File: config.mk
export PLATFORM = sky130hd
export DESIGN_NAME = nv_cmd_detect
export DESIGN_NICKNAME = d
export VERILOG_FILES = /design/src/rtl/nv_cmd_pkg.sv /design/src/rtl/nv_sync.sv /design/src/rtl/nv_access_edge.sv /design/src/rtl/nv_seq_track.sv /design/src/rtl/nv_cmd_detect.sv
export SDC_FILE = /design/constraint.sdc
export NUM_CORES = 1
export LEC_CHECK = 0
export BUFFER_PORTS_ARGS = -buffer_cell sky130_fd_sc_hd__buf_2
export CAP_MARGIN = 25
export CELL_PAD_IN_SITES_DETAIL_PLACEMENT = 1
export CELL_PAD_IN_SITES_GLOBAL_PLACEMENT = 2
export CORE_MARGIN = 3
export CORE_UTILIZATION = 37
export CTS_CLUSTER_DIAMETER = 50
export DETAILED_ROUTE_END_ITERATION = 16
export GPL_TIMING_DRIVEN = 0
export PLACE_DENSITY_LB_ADDON = 0.12
export SETUP_SLACK_MARGIN = 0.2
export SYNTH_ARGS = -nofsm -noshare
export SYNTH_HDL_FRONTEND = slang
export SYNTH_HIERARCHICAL = 1
export SYNTH_SLANG_ARGS = --single-unit
File: constraint.sdc
create_clock -name clk_i -period 2.7 [get_ports clk_i]
set_clock_uncertainty 0.15 [all_clocks]
set_input_delay 0.54 -clock clk_i [delete_from_list [all_inputs] [get_ports clk_i]]
set_output_delay 0.54 -clock clk_i [all_outputs]
set_load 0.01 [all_outputs]
File: src/rtl/nv_cmd_pkg.sv
package nv_cmd_pkg;
  localparam int KEY_W      = 14;
  localparam int PREFIX_LEN = 5;
  localparam int STEP_W     = $clog2(PREFIX_LEN + 1);

  typedef logic [KEY_W-1:0]  key_t;
  typedef logic [STEP_W-1:0] step_t;

  localparam key_t KEY_STORE  = 14'h0FC0;
  localparam key_t KEY_RECALL = 14'h0C63;
  localparam key_t KEY_TEST   = 14'h339C;  // reserved: never a request

  function automatic key_t prefix_key(step_t idx);
    case (idx)
      3'd0:    prefix_key = 14'h0E38;
      3'd1:    prefix_key = 14'h31C7;
      3'd2:    prefix_key = 14'h03E0;
      3'd3:    prefix_key = 14'h3C1F;
      3'd4:    prefix_key = 14'h303F;
      default: prefix_key = '0;
    endcase
  endfunction
endpackage

File: src/rtl/nv_sync.sv
module nv_sync #(
  parameter int          W       = 1,
  parameter int          STAGES  = 2,
  parameter logic [W-1:0] RST_VAL = '0
) (
  input  logic         clk_i,
  input  logic         rst_ni,
  input  logic [W-1:0] d_i,
  output logic [W-1:0] q_o
);
  logic [W-1:0] chain_q [STAGES];

  for (genvar s = 0; s < STAGES; s++) begin : g_stage
    always_ff @(posedge clk_i or negedge rst_ni) begin
      if (!rst_ni) chain_q[s] <= RST_VAL;
      else if (s == 0) chain_q[s] <= d_i;
      else chain_q[s] <= chain_q[(s == 0) ? 0 : s-1];
    end
  end

  assign q_o = chain_q[STAGES-1];
endmodule

File: src/rtl/nv_access_edge.sv
module nv_access_edge (
  input  logic clk_i,
  input  logic rst_ni,
  input  logic ce_ns_i,
  input  logic we_ns_i,
  output logic access_o,
  output logic is_read_o
);
  logic ce_prev_q;

  always_ff @(posedge clk_i or negedge rst_ni) begin
    if (!rst_ni) ce_prev_q <= 1'b1;
    else         ce_prev_q <= ce_ns_i;
  end

  assign access_o  = ce_prev_q & ~ce_ns_i;
  assign is_read_o = we_ns_i;

  // a held-low enable never yields back-to-back accesses
  p_access_gap_r5: assert property (@(posedge clk_i) disable iff (!rst_ni)
    access_o |=> !access_o);
endmodule

File: src/rtl/nv_seq_track.sv
module nv_seq_track
  import nv_cmd_pkg::*;
(
  input  logic clk_i,
  input  logic rst_ni,
  input  logic access_i,
  input  logic is_read_i,
  input  key_t key_i,
  input  logic busy_i,
  output logic store_req_o,
  output logic recall_req_o
);
  step_t step_q, step_d;
  logic  store_d, recall_d;

  always_comb begin
    step_d   = step_q;
    store_d  = 1'b0;
    recall_d = 1'b0;
    if (access_i && !busy_i) begin
      if (!is_read_i) begin
        step_d = '0;
      end else if (step_q < step_t'(PREFIX_LEN) && key_i == prefix_key(step_q)) begin
        step_d = step_q + step_t'(1);
      end else if (step_q == step_t'(PREFIX_LEN) && key_i == KEY_STORE) begin
        store_d = 1'b1;
        step_d  = '0;
      end else if (step_q == step_t'(PREFIX_LEN) && key_i == KEY_RECALL) begin
        recall_d = 1'b1;
        step_d   = '0;
      end else if (key_i == prefix_key('0)) begin
        step_d = step_t'(1);  // mismatch that is itself a valid first entry
      end else begin
        step_d = '0;          // includes KEY_TEST
      end
    end
  end

  always_ff @(posedge clk_i or negedge rst_ni) begin
    if (!rst_ni) begin
      step_q       <= '0;
      store_req_o  <= 1'b0;
      recall_req_o <= 1'b0;
    end else begin
      step_q       <= step_d;
      store_req_o  <= store_d;
      recall_req_o <= recall_d;
    end
  end

  p_req_exclusive_r2: assert property (@(posedge clk_i) disable iff (!rst_ni)
    $onehot0({store_req_o, recall_req_o}));
  p_store_single_r1: assert property (@(posedge clk_i) disable iff (!rst_ni)
    store_req_o |=> !store_req_o);
  p_recall_single_r2: assert property (@(posedge clk_i) disable iff (!rst_ni)
    recall_req_o |=> !recall_req_o);
  p_req_idle_r1: assert property (@(posedge clk_i) disable iff (!rst_ni)
    (store_req_o || recall_req_o) |-> step_q == '0);
  p_busy_blocks_r9: assert property (@(posedge clk_i) disable iff (!rst_ni)
    busy_i |=> !(store_req_o || recall_req_o));
  p_busy_holds_r9: assert property (@(posedge clk_i) disable iff (!rst_ni)
    busy_i |=> $stable(step_q));
  p_write_abort_r6: assert property (@(posedge clk_i) disable iff (!rst_ni)
    (access_i && !is_read_i && !busy_i) |=> step_q == '0);
endmodule

File: src/rtl/nv_cmd_detect.sv
module nv_cmd_detect
  import nv_cmd_pkg::*;
#(
  parameter int ADDR_W      = 15,
  parameter int SYNC_STAGES = 2
) (
  input  logic              clk_i,
  input  logic              rst_ni,
  input  logic              ce_ni,
  input  logic              we_ni,
  input  logic [ADDR_W-1:0] addr_i,
  input  logic              busy_i,
  output logic              store_req_o,
  output logic              recall_req_o
);
  localparam int SW = KEY_W + 2;

  logic [SW-1:0] pins_s;
  logic          access, is_read;
  logic          unused_hi;

  // bits above the key width never enter the comparison
  assign unused_hi = ^addr_i[ADDR_W-1:KEY_W];

  nv_sync #(.W(SW), .STAGES(SYNC_STAGES), .RST_VAL({2'b11, {KEY_W{1'b0}}})) u_sync (
    .clk_i  (clk_i),
    .rst_ni (rst_ni),
    .d_i    ({ce_ni, we_ni, addr_i[KEY_W-1:0]}),
    .q_o    (pins_s)
  );

  nv_access_edge u_edge (
    .clk_i     (clk_i),
    .rst_ni    (rst_ni),
    .ce_ns_i   (pins_s[SW-1]),
    .we_ns_i   (pins_s[SW-2]),
    .access_o  (access),
    .is_read_o (is_read)
  );

  nv_seq_track u_track (
    .clk_i        (clk_i),
    .rst_ni       (rst_ni),
    .access_i     (access),
    .is_read_i    (is_read),
    .key_i        (pins_s[KEY_W-1:0]),
    .busy_i       (busy_i),
    .store_req_o  (store_req_o),
    .recall_req_o (recall_req_o)
  );
endmodule

## Word-level counts from Yosys, hierarchy flattened

Cells that the tools add are included.

- Register bits: 38
- Latch bits: 0
- Bits in writable memories: 0
- Bits in read-only memories: 0
- Input bits: 20
- Memories: 0

- Add/sub/neg operators: 1
- Multipliers: 0
- Divide/modulo/power cells: 0
- Magnitude comparators: 1
- Equal/unequal tests: 9
- Shift-type cells: 0
- Mux-type cells: 17
- Bitwise gates (word level): 2
- Reductions and logical operators: 6

Operators by type and width:

| cell | number |
|---|---|
| 14-bit case mux with 5 select lines | 1 |
| 14-bit by 12-bit equality test with 1-bit output (second input constant) | 3 |
| 14-bit two-way mux | 2 |
| 14-bit equality test | 1 |
| 3-bit two-way mux | 4 |
| 1-bit two-way mux | 10 |
| 3-bit by 2-bit equality test with 1-bit output (second input constant) | 2 |
| 3-bit equality test (second input constant) | 2 |
| 1-bit logical AND | 4 |
| 3-bit by 1-bit adder with 3-bit output (second input constant) | 1 |
| 3-bit by 1-bit equality test with 1-bit output (second input constant) | 1 |
| 3-bit zero test | 1 |
| 3-bit < comparator (second input constant) | 1 |
| 1-bit bitwise AND | 1 |
| 1-bit zero test | 1 |
| 1-bit NOT | 1 |

## Depth between registers and ports, before layout

- Depth after elaboration: 9
- Gate-level depth with buffers: 9
- Gate-level depth less buffers: 8

## Hierarchy

Netlist, hierarchy kept.

By module, submodules not included:

| module | instances | cells each | area an instance (µm²) | sequential area each (µm²) |
|---|---|---|---|---|
| nv_sync | 1 | 48 | 925.9 | 805.8 |
| nv_seq_track | 1 | 71 | 549.3 | 125.1 |
| nv_access_edge | 1 | 3 | 47.5 | 26.3 |

## Worst setup path after synthesis

OpenSTA, ideal clock, no wires.

- Path type: register to register
- From: reg u_track.step_q[1]
- To: reg u_track.step_q[2]
- Arrival: 1.965 ns
- Required time: 2.455 ns
- Setup slack: 0.489 ns
- Cell stages (with the launch flop): 9
- Path buffers: 0
- Clock period less this slack: 2.211 ns
- Cell sequence: dfrtp_1 > inv_1 > ha_1 > nor2_1 > o21ai_0 > mux2_2 > nor4b_1 > nand3_1 > o31ai_1

- Longest elaborated chain between the ends: 8

Ends and longest elaborated chain:

| what | line | RTL |
|---|---|---|
| start: declaration | nv_seq_track.sv:13 | `step_t step_q, step_d;` |
| start signal: assignment | nv_seq_track.sv:45 | `step_q <= step_d;` |
| 3-bit equality test (tied with other cells) | nv_cmd_pkg.sv:14 | `case (idx)` |
| 14-bit case mux with 5 select lines | nv_cmd_pkg.sv:14 |  |
| 14-bit two-way mux | nv_seq_track.sv:21 | `if (!is_read_i) begin` |
| 14-bit two-way mux | nv_seq_track.sv:20 | `if (access_i && !busy_i) begin` |
| 14-bit equality test | nv_seq_track.sv:23 | `end else if (step_q < step_t'(PREFIX_LEN) && key_i == prefix_key(step_q)) begin` |
| 1-bit logical AND | nv_seq_track.sv:23 |  |
| 3-bit two-way mux * | nv_seq_track.sv:23 |  |
| 3-bit two-way mux * | nv_seq_track.sv:21 |  |

Mark *: on every way between the ends. The rest lies on a longest branch, timed or not. The select of a mux whose other input is x is not followed.
A chain may end at the register's enable or synchronous reset.

## Worst setup path in the final report

- From: reg u_track.step_q[0]
- To: reg u_track.step_q[2]

The elaborated chain is that of the path after synthesis.

==> results.py <==
metrics = {
    "synthesis": {
        "synth_commonest_cells": "dfrtp_1, buf_4, nand2_1",
        "synth_top_area_share_pct": 54.2,
        "synth_cell_types": 35,
        "avgSynthCellArea_um2": 12.5,
        "synth_flop_cell": "dfrtp_1",
        "yosys-top-cells-area": "dfrtp_1, dfstp_2, buf_4",
        "async_flop_share_pct": 100,
        "synth-edff-count": 0,
        "synth_cells": 122,
        "synth_largest_area_cell": "dfrtp_1",
        "synth_nets": 147,
        "yosys_warnings": 6,
        "yosys_register_bits": 38,
        "ys_seq_area_share_pct": 62.9,
        "synth_area_mm2": 0.00152,
        "yosysMostFrequentCell": "dfrtp_1",
    },
    "power": {
        "combPwrFrac_pct": 6.1,
        "powerDensity_mw_per_mm2": 619,
        "ir_drop_mv": 0.450,
        "switching_share_pct": 19.8,
        "total_leakage_power_nw": 0.839,
        "p_int_w": 0.000903,
        "p_switching_w": 0.000223,
        "pwr-share-clk_pct": 40.3,
        "seqPwrFrac_pct": 53.6,
    },
    "flow_run": {
        "maxCapViolations": 0,
    },
    "clock_network": {
        "hold_buffers": 0,
        "clock_latency_ns": 0.28,
        "cts_root_buf": "clkbuf_8",
        "ctsLongestPathBuffers": 2,
        "cts_tree": "built",
        "numClockSinks": 38,
        "ctsHtreeMaxLevel": 2,
        "post_cts_buffers": 0,
        "cts_inserted_buffers": 5,
        "cts.clk_slew.worst_paths_ns": 0.07,
    },
    "placement": {
        "io_buffer_count": 20,
        "hpwl_um": 1850,
        "gp_congestion": 0.790,
    },
    "global_routing": {
        "antenna_found_initial": 0,
        "overflow": 0,
        "grt_pass1_vias": 987,
        "grt_first_pass_wirelength_um": 4370,
        "grt_max_degree": 39,
        "grt_usage_pct": 11.6,
    },
    "final_layout": {
        "regArea_um2": 957,
        "fill_cells": 412,
        "fin_nets": 174,
        "syn_to_final_growth_pct": 19.6,
        "num_antenna_cells": 0,
        "multi_input_area_um2": 450,
        "drive_above_1_share_pct": 42.0,
    },
    "floorplan": {
        "die_area_mm2": 0.00492,
        "num_rows": 22,
        "die_y_um": 70.2,
        "ioPinCount": 22,
        "initial_core_util_pct": 40.1,
        "fp.dieW_um": 70.2,
        "coreArea_mm2": 0.00380,
    },
    "sta": {
        "holdWs_ns": 0.188,
        "hold_viol_final": 0,
        "maxSlewViolCount": 0,
        "post-route-min-period_ns": 2.29,
        "tns_ns": 0,
        "worst_slew_pin_slew_ns": 0.786,
        "setup_viol": 0,
        "rsz0062_at_grt": "no",
        "fmax_ghz": 0.437,
        "period_share_pct": 84.8,
        "max-slew-margin-rel_pct": 47.6,
    },
    "route": {
        "ant_nets": 0,
        "vias": 931,
        "drc": 0,
        "post_drt_via_cell_ratio": 4.70,
        "wl_per_cell_um": 12.8,
        "drt_iter0_drc": 25,
        "firstDrtPassIters": 4,
        "wl_um": 2540,
    },
    "setup_path": {
        "slowest_stage": "dfrtp_1",
        "crit_chain": "inv_2 > ha_1 > o21bai_1 > mux2i_1 > o311ai_1 > nor4b_4 > nand3_2 > o31ai_1",
        "path_class": "register to register",
        "endpoint_kind": "register",
        "cpPeakStageDelay_ns": 0.43,
        "arrival_ns": 2.33,
        "cp-start-kind": "register",
        "path_max_fanout": 5,
        "crit_required_ns": 2.74,
    },
    "status": {
        "status": "complete, no violations",
    },
    "worst_hold_path": {
        "hp-class": "input port to asynchronous set/reset pin",
    },
}
[area by class of cell]
cell class,count,area share [%]
inverters,3,0.619
repair buffers,20,5.50
multi-input cells,63,24.7
clock inverters,3,2.20
flip-flops and latches,38,52.6
plain buffers,18,7.29
well taps,48,3.30
clock buffers,5,3.78
[state kept, by name (all words and copies together) (netlist names)]
name                  count
u_sync/chain_q           16
u_sync/q_o               16
u_track/step_q            3
u_edge/ce_prev_q          1
u_track/recall_req_o      1
u_track/store_req_o       1
[layer usage]
metal  share of wire, %  track usage, %  up-vias
li1                   -               -      452
met1                 45            14.0      451
met2                 48            18.0       22
met3                5.3            4.60        6
met4                2.2            5.74        0
met5                  0               0        -
[cell families after synthesis]
| logic type | Yosys count | share of synthesized area [%] |
|---|---|---|
| AND/OR/NAND/NOR | 41 | 14.9 |
| flip-flops | 38 | 62.9 |
| buffers and inverters | 21 | 9.45 |
| AO/OA/AOI/OAI | 13 | 6.08 |
| adder cells (fa/ha/maj) | 5 | 4.11 |
| multiplexers | 3 | 2.05 |
| XOR/XNOR | 1 | 0.575 |
[stage by stage]
| step | cells | setup WS [ns] | area [um2] | util, % | power, W |
|---|---|---|---|---|---|
| detailed placement | 190 | -0.0195 | 1680 | 44.3 | 0.000682 |
| global route | 198 | 0.206 | 1820 | 47.9 | 0.00118 |
| finish | 198 | 0.409 | 1820 | 47.9 | 0.00113 |
| CTS | 198 | 0.219 | 1800 | 47.4 | 0.00114 |
| global placement | 190 | 0.0828 | 1680 | 44.3 | 0.000678 |
| floorplan | 122 | 0.489 | 1520 | - | 0.000650 |
[worst paths after layout]
kind	from	to	slack (ns)	cells past startpoint
setup / recovery	u_track/step_q[0]	u_track/step_q[2]	0.41	8
hold / removal	rst_ni	u_sync/q_o[9]	0.19	1
setup reg to reg	u_track/step_q[0]	u_track/step_q[2]	0.41	8
hold reg to reg	u_sync/chain_q[22]	u_sync/q_o[6]	0.20	0
max in group asynchronous	rst_ni	u_sync/chain_q[27]	1.72	1
min in group clk_i	u_sync/chain_q[22]	u_sync/q_o[6]	0.20	0
[cell usage in the layout, fill, tap and decap left out, drive strengths merged, types with 3 or more instances in the layout]
master	synthesis	final
nand2b	3	3
dfrtp	33	33
nand3	4	4
nor2b	4	4
ha	5	5
nor4	3	3
buf	18	38
nand2	12	12
dfstp	5	5
nor2	5	5
inv	3	3
clkbuf	0	5
[power by group through the flow]
stage / logic [W] / clock network (W) / registers [W]
detailed placement: 0.0000675 / 0 / 0.000614
global placement: 0.0000648 / 0 / 0.000613
finish: 0.0000685 / 0.000454 / 0.000603
floorplan: 0.0000381 / 0 / 0.000612
global route: 0.0000779 / 0.000502 / 0.000605
CTS: 0.0000684 / 0.000468 / 0.000604
[critical path, delay by kind of cell, from the launching register on]
kind | cells | cell delay [ns]
muxes | 1 | 0.23
DFF | 1 | 0.43
buffers and inverters | 1 | 0.10
AOI/OAI and AO/OA | 3 | 0.60
and+or+nand+nor | 2 | 0.46
adders and majority gates | 1 | 0.24
[what timing repair did]
action / CTS / global route
resized for setup: 3 / 6
gates cloned: 0 / 0
endpoints found under the setup margin: 3 / 3
pin swaps: 0 / 0
(Power assumes the default switching activity.)
